--- src/rtl/intc_pkg.sv ---
package intc_pkg;
  localparam int CPU_MAX = 4;
  localparam int CNT_W   = $clog2(CPU_MAX + 1);
  localparam int DATA_W  = 64;
  localparam int ADDR_W  = 4;

  // Word indices of the CSR map
  localparam logic [ADDR_W-1:0] ADR_CTRL = ADDR_W'(0);
  localparam logic [ADDR_W-1:0] ADR_IPI  = ADDR_W'(1);
  localparam logic [ADDR_W-1:0] ADR_TMR  = ADDR_W'(2);
  localparam logic [ADDR_W-1:0] ADR_REQ  = ADDR_W'(3);

  // Field positions inside the packed control word
  localparam int POST_LSB   = 12;
  localparam int IPICLR_LSB = 8;
  localparam int TMRCLR_LSB = 4;
  localparam int NXM_BIT    = 28;

  typedef enum logic [1:0] {RD_ZERO, RD_ID, RD_IPI, RD_TMR} rd_sel_e;

  typedef struct packed {
    logic [CPU_MAX-1:0] ipiSet;
    logic [CPU_MAX-1:0] ipiClr;
    logic [CPU_MAX-1:0] tmrSet;
    logic [CPU_MAX-1:0] tmrClr;
    logic               rdEn;
    rd_sel_e            rdSel;
    logic               err;
  } strobe_t;
endpackage

--- src/rtl/intc_ctrl.sv ---
module intc_ctrl
  import intc_pkg::*;
(
  input  logic              clk,
  input  logic              rstN,
  input  logic [CNT_W-1:0]  numCpus,
  input  logic              timerTick,
  input  logic              csrValid,
  input  logic              csrWrite,
  input  logic [ADDR_W-1:0] csrAddr,
  input  logic [DATA_W-1:0] csrWdata,
  output strobe_t           strb
);
  logic [CPU_MAX-1:0] activeMask;
  logic [CPU_MAX-1:0] postF, ipiClrF, tmrClrF, lowMask;
  logic               nxmF;

  for (genvar g = 0; g < CPU_MAX; g++) begin : g_active
    assign activeMask[g] = (numCpus > CNT_W'(g));
  end

  assign postF   = csrWdata[POST_LSB   +: CPU_MAX];
  assign ipiClrF = csrWdata[IPICLR_LSB +: CPU_MAX];
  assign tmrClrF = csrWdata[TMRCLR_LSB +: CPU_MAX];
  assign nxmF    = csrWdata[NXM_BIT];
  assign lowMask = csrWdata[CPU_MAX-1:0];

  always_comb begin
    strb        = '0;
    strb.rdSel  = RD_ZERO;
    strb.tmrSet = timerTick ? activeMask : '0;
    if (csrValid) begin
      strb.rdEn = !csrWrite;
      unique case (csrAddr)
        ADR_CTRL: begin
          if (!csrWrite) strb.rdSel = RD_ID;
          else if (((postF | ipiClrF | tmrClrF) == '0) && !nxmF) strb.err = 1'b1;
          else begin
            strb.ipiSet = postF   & activeMask;
            strb.ipiClr = ipiClrF & activeMask;
            strb.tmrClr = tmrClrF & activeMask;
          end
        end
        ADR_IPI: begin
          if (!csrWrite) strb.rdSel = RD_IPI;
          else if (lowMask == '0) strb.err = 1'b1;
          else strb.ipiClr = lowMask & activeMask;
        end
        ADR_TMR: begin
          if (!csrWrite) strb.rdSel = RD_TMR;
          else if (lowMask == '0) strb.err = 1'b1;
          else strb.tmrClr = lowMask & activeMask;
        end
        ADR_REQ: begin
          if (csrWrite) begin
            if (lowMask == '0) strb.err = 1'b1;
            else strb.ipiSet = lowMask & activeMask;
          end
        end
        default: strb.err = 1'b1;
      endcase
    end
  end

  // An erroneous access carries no state-changing CSR strobe
  p_err_quiet_r11: assert property (@(posedge clk) disable iff (!rstN)
    strb.err |-> ((strb.ipiSet | strb.ipiClr | strb.tmrClr) == '0));

  // No strobe reaches a processor outside the active count
  p_mask_active_r12: assert property (@(posedge clk) disable iff (!rstN)
    ((strb.ipiSet | strb.ipiClr | strb.tmrSet | strb.tmrClr) & ~activeMask) == '0);
endmodule

--- src/rtl/intc_datapath.sv ---
module intc_datapath
  import intc_pkg::*;
(
  input  logic               clk,
  input  logic               rstN,
  input  strobe_t            strb,
  input  logic [1:0]         cpuId,
  output logic [CPU_MAX-1:0] ipiPend,
  output logic [CPU_MAX-1:0] tmrPend,
  output logic [DATA_W-1:0]  rdData,
  output logic               errPulse
);
  logic [CPU_MAX-1:0] ipiNext, tmrNext;
  logic [DATA_W-1:0]  rdNext;

  // Clear beats post for cross-processor; tick beats clear for timer
  assign ipiNext = (ipiPend | strb.ipiSet) & ~strb.ipiClr;
  assign tmrNext = (tmrPend & ~strb.tmrClr) | strb.tmrSet;

  always_comb begin
    rdNext = '0;
    unique case (strb.rdSel)
      RD_ID:   rdNext[1:0]         = cpuId;
      RD_IPI:  rdNext[CPU_MAX-1:0] = ipiPend;
      RD_TMR:  rdNext[CPU_MAX-1:0] = tmrPend;
      default: rdNext = '0;
    endcase
  end

  always_ff @(posedge clk) begin
    if (!rstN) begin
      ipiPend  <= '0;
      tmrPend  <= '0;
      rdData   <= '0;
      errPulse <= 1'b0;
    end else begin
      ipiPend  <= ipiNext;
      tmrPend  <= tmrNext;
      errPulse <= strb.err;
      if (strb.rdEn) rdData <= rdNext;
    end
  end

  p_clear_wins_r3: assert property (@(posedge clk) disable iff (!rstN)
    (strb.ipiClr != '0) |=> ((ipiPend & $past(strb.ipiClr)) == '0));

  p_tick_sets_r8: assert property (@(posedge clk) disable iff (!rstN)
    (strb.tmrSet != '0) |=> ((tmrPend & $past(strb.tmrSet)) == $past(strb.tmrSet)));

  p_ipi_hold_r7: assert property (@(posedge clk) disable iff (!rstN)
    ((strb.ipiSet | strb.ipiClr) == '0) |=> $stable(ipiPend));

  p_tmr_hold_r4: assert property (@(posedge clk) disable iff (!rstN)
    ((strb.tmrSet | strb.tmrClr) == '0) |=> $stable(tmrPend));
endmodule

--- src/rtl/ipi_timer_intc.sv ---
module ipi_timer_intc
  import intc_pkg::*;
(
  input  logic              clk,
  input  logic              rstN,
  input  logic [CNT_W-1:0]  numCpus,
  input  logic              timerTick,
  input  logic              csrValid,
  input  logic              csrWrite,
  input  logic [ADDR_W-1:0] csrAddr,
  input  logic [DATA_W-1:0] csrWdata,
  input  logic [1:0]        csrCpuId,
  output logic [DATA_W-1:0] csrRdata,
  output logic              csrErr,
  output logic [CPU_MAX-1:0] ipiIrq,
  output logic [CPU_MAX-1:0] timerIrq
);
  strobe_t strb;

  intc_ctrl u_ctrl (
    .clk(clk), .rstN(rstN), .numCpus(numCpus), .timerTick(timerTick),
    .csrValid(csrValid), .csrWrite(csrWrite), .csrAddr(csrAddr),
    .csrWdata(csrWdata), .strb(strb)
  );

  intc_datapath u_dp (
    .clk(clk), .rstN(rstN), .strb(strb), .cpuId(csrCpuId),
    .ipiPend(ipiIrq), .tmrPend(timerIrq), .rdData(csrRdata), .errPulse(csrErr)
  );
endmodule

--- config.mk ---
export PLATFORM = sky130hd
export DESIGN_NAME = ipi_timer_intc
export DESIGN_NICKNAME = d
export VERILOG_FILES = /design/src/rtl/intc_pkg.sv /design/src/rtl/intc_ctrl.sv /design/src/rtl/intc_datapath.sv /design/src/rtl/ipi_timer_intc.sv
export SDC_FILE = /design/constraint.sdc
export NUM_CORES = 1
export LEC_CHECK = 0
export CORE_MARGIN = 5
export CORE_UTILIZATION = 40
export DETAILED_ROUTE_END_ITERATION = 16
export DONT_BUFFER_PORTS = 1
export SLEW_MARGIN = 20
export SYNTH_ARGS = -nofsm -noshare
export SYNTH_HDL_FRONTEND = slang
export SYNTH_SLANG_ARGS = --single-unit
--- constraint.sdc ---
create_clock -name clk -period 3.3 [get_ports clk]
set_input_delay 0.66 -clock clk [delete_from_list [all_inputs] [get_ports clk]]
set_output_delay 0.66 -clock clk [all_outputs]
set_load 0.1 [all_outputs]
Word-level counts from Yosys, hierarchy flattened. Cells that the tools add are included. Widths: inputs -> output; s select.

Register bits: 13. Bits of input ports: 78. Word-level logic and storage cells: 57.

Equality and inequality tests: 6. Reductions and logical operators: 8. Magnitude comparators: 4. Bitwise logic cells: 12. Muxes and demuxes: 23.

Operators with widths (number): $mux 8 (4); $and 4x4->4 (6); $pmux 4 s2 (3); $mux 4 (5); $or 4x4->4 (4); $logic_not 4->1 (3); $pmux 2 s3 (2); $eq 4x2->1 const B (2); $not 4->4 (2); $gt 3x1->1 const B (2); $gt 3x2->1 const B (2); $mux 1 (5); $eq 2x2->1 const B (2); $eq 4x1->1 const B (1); $mux 2 (2); $pmux 2 s2 (1); $reduce_or 3->1 (1); $eq 2x1->1 const B (1); $logic_not 1->1 (2); $pmux 1 s2 (1); $reduce_and 2->1 (1); $logic_and 1x1->1 (1).

Longest topological paths before layout. Gate-level depths: netlist of the first run.

Word-level depth: 11. Mapped depth: 6.

By module. Synthesis of the first run repeated with hierarchy kept, for this count alone.

Cells, all modules: 168. Area total of the unflattened synthesis: 1326.3 sq um.

Modules (own cells, without submodules): intc_datapath (instances 1, sequential area each 260.2 sq um, area each 947.2 sq um, cells an instance 112); intc_ctrl (instances 1, sequential area each 0.0 sq um, area each 379.1 sq um, cells an instance 56).

Worst setup path before layout of the first run. No wires, ideal clock.

Path type: input-to-reg. From: in csrAddr[2]. To: reg u_dp.ipiPend[2]. Setup slack: 1558 ps. Required time: 3183 ps. Cell stages on the path: 4. Data arrival time: 1624 ps. Path buffers: 1. Path through: nand4bb_4 -> buf_6 -> or4_1 -> o211a_1.

Cells in the longest elaborated chain, start to end: 5. Elaborated cells between the ends (all ways): 9.

RTL lines: from (decl) (RTL line ipi_timer_intc.sv:10) `input logic [ADDR_W-1:0] csrAddr,`; $eq 4x2->1 (tied with other cells) (RTL line intc_ctrl.sv:34) `unique case (csrAddr)`; $pmux 4 s2 (RTL line intc_ctrl.sv:34); $mux 8 (*) (RTL line intc_ctrl.sv:32) `if (csrValid) begin`; $or 4x4->4 / $not 4->4 (equally long branches) (RTL line intc_datapath.sv:17) `assign ipiNext = (ipiPend | strb.ipiSet) & ~strb.ipiClr;`; $and 4x4->4 (*) (RTL line intc_datapath.sv:17); to (signal assigned) (RTL line intc_datapath.sv:37) `ipiPend <= ipiNext;`; to (decl) (RTL line intc_datapath.sv:8) `output logic [CPU_MAX-1:0] ipiPend,`.

Mark *: on every way between the ends. The rest lies on a longest branch, timed or not. A chain may end at the register's enable or synchronous reset.

Worst setup path after layout of the first run.
From: reg u_dp.ipiPend[3]. To: out ipiIrq[3].

RTL lines: to (decl) (RTL line ipi_timer_intc.sv:15) `output logic [CPU_MAX-1:0] ipiIrq,`.

No word-level cell between the ends.

==> metrics.md, run 1 <==
| Metric | Value |
|---|---|
| Asr flop ratio synth | `0` |
| Max cap viols | `0` |
| Endpoint type of the worst setup path | `primary output` |
| CTS Sinks | `13` |
| Area growth syn-to-layout | `-14.2%` |
| I/O pin count | `151` |
| Fin. Hold Viols | `0` |
| Count of final setup violators | `0` |
| Reg area | `260 sq um` |
| Fill cell total of the finished layout | `352` |
| Dpl cell area | `0.00110 sq mm` |
| Via density | `4.70` |
| DRC errors left | `0` |
| Wirelength per Cell | `14.1 microns` |
| # port buffers | `0` |
| Setup WS post-layout | `1.36 ns` |
| CP startpoint kind | `flip-flop` |
| Fin Setup TNS | `0 ns` |
| Status | `completed` |
| Syn Inst Count | `161` |
| CTS Buf Count | `3` |
| First-pass GRT wire length | `3.80 mm` |
| Worst-Margin Slew | `1.03 ns` |
| CTS Buffer Depth | `2` |
| Leading area contributor after synthesis | `buf_4` |
| Number of distinct library cells after synthesis | `33` |
| Hold-fix buffers at CTS | `0` |
| Share of layout cells above drive strength 1 | `0.0446` |
| DRT antenna net count | `0` |
| Routability cong. | `0.817` |
| Crit path time final | `1.94 ns` |
| Core region area | `0.00310 sq mm` |
| DR iter-0 viols | `73` |
| Relative slew slack | `0.313` |
| Pin count of the biggest net entering global routing | `26` |
| Die ar. | `0.00454 sq mm` |
| Global Route Usage Sum | `0.111` |
| Reg clk slew, reported paths | `0.08 ns` |
| Pre-CTS WS | `1.53 ns` |
| Area occupied by multi-input gates | `782 sq um` |
| CTS resizes | `0` |
| Top cells by count, synth | `buf_4, dfxtp_1, mux2i_1` |
| Critical Path AT | `1.28 ns` |
| Power Dens Cells | `566 mW/mm^2` |
| Reported leakage power | `0.000531 uW` |
| EDFF count, synth | `0` |
| Total iterations of the first detailed-routing run | `4` |
| DR vias | `944` |
| # H-tree levels | `1` |
| HPWL after DPL | `2.42 mm` |
| Synth Warn # | `0` |
| Setup repair after global routing missed its margin | `no` |
| Die span in x | `67.4 microns` |
| Clk_lat worst skew | `0.27 ns` |
| Most frequent cell after synthesis | `buf_4` |
| Final WL | `2.83 mm` |
| Post-synth top area share | `0.342` |
| Flop-to-flop setup slack | `1.72 ns` |
| Row cnt | `20` |
| Post-synthesis sequential area ratio | `0.198` |
| Clock skew | `0.00308 ns` |
| Total Power | `640 uW` |
| Tcrit/Tclk final | `0.588` |
| WP data required | `2.64 ns` |
| Top_reg_cell synth | `dfxtp_1` |
| FMAX | `515 MHz` |
| Top cells by area, synth | `buf_4, dfxtp_1, mux2i_1` |
| Finished Cell Area | `0.00113 sq mm` |
| Root Buffer | `clkbuf_4` |
| FF+latch count, synth | `13` |
| Final Max Slew Viols | `0` |
| Mapped Avg Cell Area | `8.18 sq um` |
| CP Class | `flip-flop to primary output` |
| Initial Util | `0.425` |
| HP Class | `primary input to flip-flop` |
| Crit path max fanout | `3` |
| Nets@finish | `236` |
| Setup bufs post-CTS | `0` |
| GR Overflow Total | `0` |
| Initial antenna violation count | `0` |
| VDD IR max | `0.247 mV` |
| Chip height | `67.4 microns` |
| Vias in the first global route | `827` |
| Ant. Diodes | `0` |
| CTS tree | `done` |
| Cell Area, Synth | `0.00132 sq mm` |
[worst paths after layout]
path / start / endpoint / depth (start not counted)
max reg2reg: u_dp.tmrPend[1] / u_dp.rdData[1] / 3
min reg2reg: u_dp.rdData[3] / u_dp.rdData[3] / 2
max: u_dp.ipiPend[3] / ipiIrq[3] / 0
min: rstN / u_dp.ipiPend[3] / 2
[report_power, final]
part           switching (uW)  internal, uW  total (uW)  leakage (uW)
Clock                    49.2          46.8        95.9     0.0000150
Sequential               49.9           163         213      0.000106
Combinational             311          20.5         332      0.000409
Total                     410           230         640      0.000531
[metrics by stage]
| stage | hold slack [ns] | std cells | util |
|---|---|---|---|
| 5_1_grt | 0.509 | 201 | 0.365 |
| 4_1_cts | 0.500 | 201 | 0.365 |
| 6_report | 0.510 | 201 | 0.365 |
| 2_1_floorplan | 0.790 | 220 | - |
| 3_5_place_dp | 0.792 | 197 | 0.356 |
| 3_3_place_gp | 0.789 | 197 | 0.356 |
[cells in the final DEF, fill, tap and decap left out, types with 2 or more instances in the layout]
cell | synthesis | routed
nor3_1 | 2 | 2
nor4_1 | 8 | 8
a211oi_1 | 3 | 3
nand2_1 | 8 | 8
or4_1 | 3 | 3
nor2_1 | 2 | 2
clkbuf_4 | 0 | 3
o22ai_1 | 3 | 3
a21boi_0 | 2 | 2
a2bb2oi_1 | 2 | 2
dfxtp_1 | 13 | 13
nand3_1 | 7 | 7
and3b_1 | 4 | 4
conb_1 | 1 | 60
o211a_1 | 3 | 3
a21oi_1 | 2 | 2
inv_1 | 2 | 2
o21ai_0 | 6 | 6
or3b_2 | 3 | 3
mux2i_1 | 10 | 10
[layer usage]
layer | global-route usage | share of wire
met4 | 0.0228 | 0.0064
met3 | 0.0815 | 0.22
met1 | 0.150 | 0.39
met2 | 0.140 | 0.38
met5 | 0 | 0
[sequential cells by signal (all words and copies together), names as in the netlist]
signal / cells
u_dp.errPulse: 1
u_dp.rdData: 4
u_dp.tmrPend: 4
u_dp.ipiPend: 4
[final cells by class]
class,instances,area share
Sequential cell,13,0.230
Inverter,2,0.00664
Multi-Input combinational cell,138,0.691
Clock buffer,4,0.0232
Tap cell,44,0.0487
[worst register-to-register path, cell delays in order (launching register included)]
cell and delay [ns]:
dfxtp_1 0.99, mux2i_1 0.17, a2bb2oi_1 0.18, o21ai_0 0.18
[kinds of logic after synthesis]
| logic type | synth area share |
|---|---|
| mux | 0.0760 |
| other cells | 0.00285 |
| flops | 0.198 |
| buf+inv | 0.377 |
| compound gates | 0.134 |
| simple gates | 0.213 |
Note: power is estimated with default switching activity, not from simulation.
==> inputs of run 2 (changes only) <==
clock period = 1.8 ns   (was 3.3 ns; I/O delays follow)
==> run 2 against run 1 <==
Against the previous run:
- flip-flop and latch count did not move
- sequential power rose by 43%
- clock power rose by 91%
- hold slack got worse by 0.31 ns
- clock skew barely moved
- total power rose by 87%
- clock-buffer cell count did not move
- final cell count rose by 6.5%
- largest power group unchanged
- highest routed layer unchanged
==> metrics.md, run 2 (synthesis gave the netlist of run 1 again) <==
| Metric | Value |
|---|---|
| Status | `completed` |
| Delay-heaviest family, CP | `flip-flops` |
| Reg clk slew, reported paths | `0.08 ns (about the same)` |
| Final Instance Count excl. Fillers | `214 (+6.5%)` |
| First-pass GRT wire length | `4.09 mm (+7.8%)` |
| I/O pin count | `151 (unchanged)` |
| Nets@finish | `249 (+5.5%)` |
| # H-tree levels | `1 (unchanged)` |
| CTS Buf Count | `3 (unchanged)` |
| Slowest stage cell, crit path | `dfxtp_1` |
| CTS Sinks | `13 (unchanged)` |
| Pin count of the biggest net entering global routing | `26 (unchanged)` |
| DRT antenna net count | `0 (unchanged)` |
| Setup bufs post-CTS | `0 (unchanged)` |
| Fin. Hold Viols | `0 (unchanged)` |
| Power Dens Cells | `974 mW/mm^2 (+72%)` |
| Setup repair after global routing missed its margin | `no` |
| Wirelength per Cell | `13.5 microns (-4.2%)` |
| Fin Setup TNS | `0 ns (unchanged)` |
| Root Buffer | `clkbuf_4` |
| Endpoint type of the worst setup path | `primary output` |
| Global Route Usage Sum | `0.119 (+0.00752)` |
| CTS Buffer Depth | `2 (unchanged)` |
| Row cnt | `20 (unchanged)` |
| Tcrit/Tclk final | `0.718` |
| Largest regs | `u_dp.ipiPend (4), u_dp.rdData (4), u_dp.tmrPend (4)` |
| Die span in x | `67.4 microns (unchanged)` |
| GR Overflow Total | `0 (unchanged)` |
| CTS tree | `done` |
| Via density | `4.63 (-1.4%)` |
| # port buffers | `0 (unchanged)` |
| Max cap viols | `0 (unchanged)` |
| Core region area | `0.00310 sq mm (unchanged)` |
| Setup WS post-layout | `0.507 ns (-0.853 ns)` |
| VDD IR max | `0.492 mV (+99%)` |
| HP Class | `primary input to flip-flop` |
| DR vias | `991 (+5.0%)` |
| Reported leakage power | `0.000600 uW (+13%)` |
| CP startpoint kind | `flip-flop` |
| Dpl cell area | `0.00120 sq mm (+8.8%)` |
| Pre-CTS WS | `0.336 ns (-1.19 ns)` |
| DR iter-0 viols | `44 (-40%)` |
| CTS resizes | `0 (unchanged)` |
| Max incr delay on CP | `0.35 ns` |
| WP data required | `1.44 ns (-1.20 ns)` |
| Critical Path AT | `0.93 ns (-0.35 ns)` |
| Chip height | `67.4 microns (unchanged)` |
| Vias in the first global route | `862 (+4.2%)` |
| Critical path cell sequence | `buf_4` |
| Buffers and inverters on the worst path | `1` |
| FMAX | `773 MHz` |
| Clock skew | `0.00301 ns (-0.0000625 ns)` |
| HPWL after DPL | `2.47 mm (+2.4%)` |
| Initial Util | `0.425 (unchanged)` |
| Final WL | `2.88 mm (+1.9%)` |
| Total iterations of the first detailed-routing run | `4 (unchanged)` |
| Crit path time final | `1.29 ns` |
| DRC errors left | `0 (unchanged)` |
| Initial antenna violation count | `0 (unchanged)` |
| Crit path max fanout | `2 (-1)` |
| Most frequent cells in the layout | `conb_1, buf_4, dfxtp_1` |
| Clk_lat worst skew | `0.28 ns (about the same)` |
| Finished Cell Area | `0.00123 sq mm (+8.6%)` |
| Share of layout cells above drive strength 1 | `0.118 (+0.0731)` |
| Hold-fix buffers at CTS | `0 (unchanged)` |
| Ant. Diodes | `0 (unchanged)` |
| Die ar. | `0.00454 sq mm (unchanged)` |
| Count of final setup violators | `0 (unchanged)` |
| CP Class | `flip-flop to primary output` |
| Final Max Slew Viols | `0 (unchanged)` |
| Routability cong. | `0.752 (-7.9%)` |
| Placed cells | `210 (+6.6%)` |
| Commonest non-fill, non-tap cell in the layout | `conb_1` |
| Area growth syn-to-layout | `-6.74%` |
[run 2: cell count changes in the layout (fill, tap and decap cells not counted)]
cell,change
buf_4,+13
[run 2: layout make-up]
| cell class | count | area [sq um] |
|---|---|---|
| multi-input cells | 138 | 782 |
| inverters | 2 | 7.51 |
| well taps | 44 | 55.1 |
| flip-flops and latches | 13 | 260 |
| clock buffers | 4 | 26.3 |
| fillers | 352 | 1870 |
| repair buffers | 13 | 97.6 |
[run 2: path summary, 6_finish.rpt]
| kind | slack (ns) | depth (start not counted) | endpoint | start |
|---|---|---|---|---|
| worst max-delay path | 0.51 | 1 | ipiIrq[0] | u_dp.ipiPend[0] |
| worst min-delay path | 0.20 | 1 | u_dp.ipiPend[2] | rstN |
| worst max register to register | 0.64 | 4 | u_dp.rdData[2] | u_dp.ipiPend[2] |
| worst min register to register | 0.46 | 2 | u_dp.ipiPend[3] | u_dp.ipiPend[3] |
[run 2: routing by layer]
| layer | global-route usage | up-vias | part of all wire |
|---|---|---|---|
| met3 | 0.0582 | 2 | 0.19 |
| met5 | 0 | - | 0 |
| met2 | 0.160 | 81 | 0.39 |
| li1 | - | 478 | - |
| met1 | 0.167 | 430 | 0.41 |
| met4 | 0.0304 | 0 | 0.0059 |
[run 2: power breakdown]
group / switching (uW) / total [uW] / internal, uW
clock network: 97.5 / 183 / 86.0
registers: 5.49 / 304 / 299
logic: 659 / 710 / 51.0
[run 2: through the flow]
stage | total power (uW) | util | hold slack, ns
6_report | 1200 | 0.396 | 0.204
5_1_grt | 1230 | 0.396 | 0.186
4_1_cts | 1200 | 0.396 | 0.194
3_5_place_dp | 1020 | 0.388 | 0.451
3_3_place_gp | 1010 | 0.388 | 0.440
2_1_floorplan | 1110 | - | 0.490
==> inputs of run 3 (changes only) <==
clock period = 1.3 ns   (was 1.8 ns; I/O delays follow)
==> run 3 against run 2 <==
Against the previous run:
- sequential power rose by 40%
- first-iteration DRC count did not move
- non-clock buffer count rose by 5
- worst setup slack got worse by 0.37 ns
- final cell count rose by 2.3%
- clock-buffer cell count did not move
- design area rose by 6.7%
- largest power group unchanged
- combinational power rose by 39%
- critical path depth did not move
- highest routed layer unchanged
- hold slack got worse by 0.095 ns
- sequential share of layout area fell by 0.76 points
- flip-flop and latch count did not move
==> metrics.md, run 3 (synthesis gave the netlist of run 1 again) <==
| Metric | Value |
|---|---|
| Status | `completed` |
| R2R Path End | `u_dp.tmrPend[3]` |
| Hold-fix buffers at CTS | `0 (unchanged)` |
| Placed cells | `215 (+2.4%)` |
| Routability cong. | `0.781 (+3.9%)` |
| Die ar. | `0.00454 sq mm (unchanged)` |
| Root Buffer | `clkbuf_4` |
| CTS resizes | `0 (unchanged)` |
| HPWL after DPL | `2.58 mm (+4.4%)` |
| Crit path max fanout | `3 (+1)` |
| Initial antenna violation count | `0 (unchanged)` |
| Final Max Slew Viols | `0 (unchanged)` |
| Nets@finish | `254 (+2.0%)` |
| Chip height | `67.4 microns (unchanged)` |
| Largest regs | `u_dp.ipiPend (4), u_dp.rdData (4), u_dp.tmrPend (4)` |
| Count of final setup violators | `0 (unchanged)` |
| Row cnt | `20 (unchanged)` |
| DRT antenna net count | `0 (unchanged)` |
| Tcrit/Tclk final | `0.898` |
| FMAX | `856 MHz` |
| CP startpoint kind | `flip-flop` |
| Most frequent cells in the layout | `conb_1, buf_4, mux2i_1` |
| CTS Buf Count | `3 (unchanged)` |
| Setup repair after global routing missed its margin | `no` |
| Delay-heaviest family, CP | `flip-flops` |
| CTS tree | `done` |
| Via density | `4.60 (-0.71%)` |
| # port buffers | `0 (unchanged)` |
| Area growth syn-to-layout | `-0.475%` |
| Clock skew | `0.00717 ns (+0.00416 ns)` |
| VDD IR max | `0.521 mV (+5.9%)` |
| Max incr delay on CP | `0.35 ns (about the same)` |
| Worst path depth | `1 (unchanged)` |
| Reg-to-reg startpoint | `u_dp.tmrPend[3]` |
| WP data required | `1.04 ns (-0.40 ns)` |
| # H-tree levels | `1 (unchanged)` |
| Fill cell total of the finished layout | `350 (-0.57%)` |
| HP Class | `primary input to flip-flop` |
| Core region area | `0.00310 sq mm (unchanged)` |
| CP Class | `flip-flop to primary output` |
| Reported leakage power | `0.000633 uW (+5.5%)` |
| Final Instance Count excl. Fillers | `219 (+2.3%)` |
| Commonest non-fill, non-tap cell in the layout | `conb_1` |
| Clk_lat worst skew | `0.27 ns (about the same)` |
| CTS Sinks | `13 (unchanged)` |
| Area occupied by multi-input gates | `782 sq um (unchanged)` |
| CTS Buffer Depth | `2 (unchanged)` |
| Fin. Hold Viols | `0 (unchanged)` |
| Fin util | `0.423 (+0.0266)` |
| Crit path time final | `1.17 ns` |
| Pin count of the biggest net entering global routing | `26 (unchanged)` |
| Critical Path AT | `0.91 ns (-0.02 ns)` |
| Endpoint type of the worst setup path | `primary output` |
| Initial Util | `0.425 (unchanged)` |
| I/O pin count | `151 (unchanged)` |
| DRC errors left | `0 (unchanged)` |
| Die span in x | `67.4 microns (unchanged)` |
| GR Overflow Total | `0 (unchanged)` |
| Total iterations of the first detailed-routing run | `4 (unchanged)` |
| First-pass GRT wire length | `4.31 mm (+5.2%)` |
| DR iter-0 viols | `44 (unchanged)` |
| Critical path cell sequence | `buf_4` |
| Final WL | `2.98 mm (+3.4%)` |
| Flop-to-flop setup slack | `0.38 ns (-0.26 ns)` |
| Power Dens Cells | `1260 mW/mm^2 (+30%)` |
| Worst Setup SP | `u_dp.tmrPend[0]` |
| Buffers and inverters on the worst path | `1 (unchanged)` |
| Wirelength per Cell | `13.6 microns (+1.0%)` |
| Vias in the first global route | `911 (+5.7%)` |
| Reg clk slew, reported paths | `0.08 ns (about the same)` |
| R2R cell count | `3 (-1)` |
| Max cap viols | `0 (unchanged)` |
| DR vias | `1007 (+1.6%)` |
| Setup crit end | `timerIrq[0]` |
| Share of layout cells above drive strength 1 | `0.177 (+0.0595)` |
| Global Route Usage Sum | `0.126 (+0.00665)` |
| Setup bufs post-CTS | `0 (unchanged)` |
| Slowest stage cell, crit path | `dfxtp_2` |
| Ant. Diodes | `0 (unchanged)` |
| Reg area | `268 sq um (+2.9%)` |
[run 3: worst min-delay path by stage]
| stage | slack [ns] | endpoint | cells after the start | from |
|---|---|---|---|---|
| floorplan | 0.39 | u_dp.tmrPend[3] | 2 | numCpus[2] |
| global placement | 0.39 | u_dp.ipiPend[3] | 2 | rstN |
| detailed placement | 0.39 | u_dp.ipiPend[3] | 2 | rstN |
| CTS | 0.10 | u_dp.ipiPend[3] | 2 | rstN |
| global route | 0.09 | u_dp.ipiPend[2] | 1 | rstN |
| finish | 0.11 | u_dp.ipiPend[3] | 2 | rstN |
[run 3: report_power, final]
part | internal [uW] | switching, uW
sequential | 416 | 9.36
combinational | 79.3 | 911
clock | 119 | 123
[run 3: per-stage QoR]
stage | TNS, ns | setup slack [ns] | instance area [sq um] | hold slack, ns | total power, uW
finish | 0 | 0.132 | 1310 | 0.109 | 1660
detailed placement | -0.00256 | -0.00256 | 1280 | 0.395 | 1420
global route | 0 | 0.0789 | 1310 | 0.0937 | 1720
global placement | -0.000563 | -0.000563 | 1280 | 0.387 | 1420
floorplan | -0.0192 | -0.0192 | 1560 | 0.390 | 1540
CTS | 0 | 0.125 | 1310 | 0.102 | 1660
[run 3: cell type report]
| class | count | area share |
|---|---|---|
| clock buffer | 4 | 0.0200 |
| timing repair buffer | 18 | 0.132 |
| tap | 44 | 0.0420 |
| sequential | 13 | 0.204 |
| multi-input combinational | 138 | 0.596 |
| inverter | 2 | 0.00573 |
[run 3: layer usage]
layer	vias up	routed length, microns	track usage
met4	0	17	0.0532
met5	-	0	0
li1	484	-	-
met1	436	1160	0.167
met3	2	545	0.0516
met2	85	1260	0.177
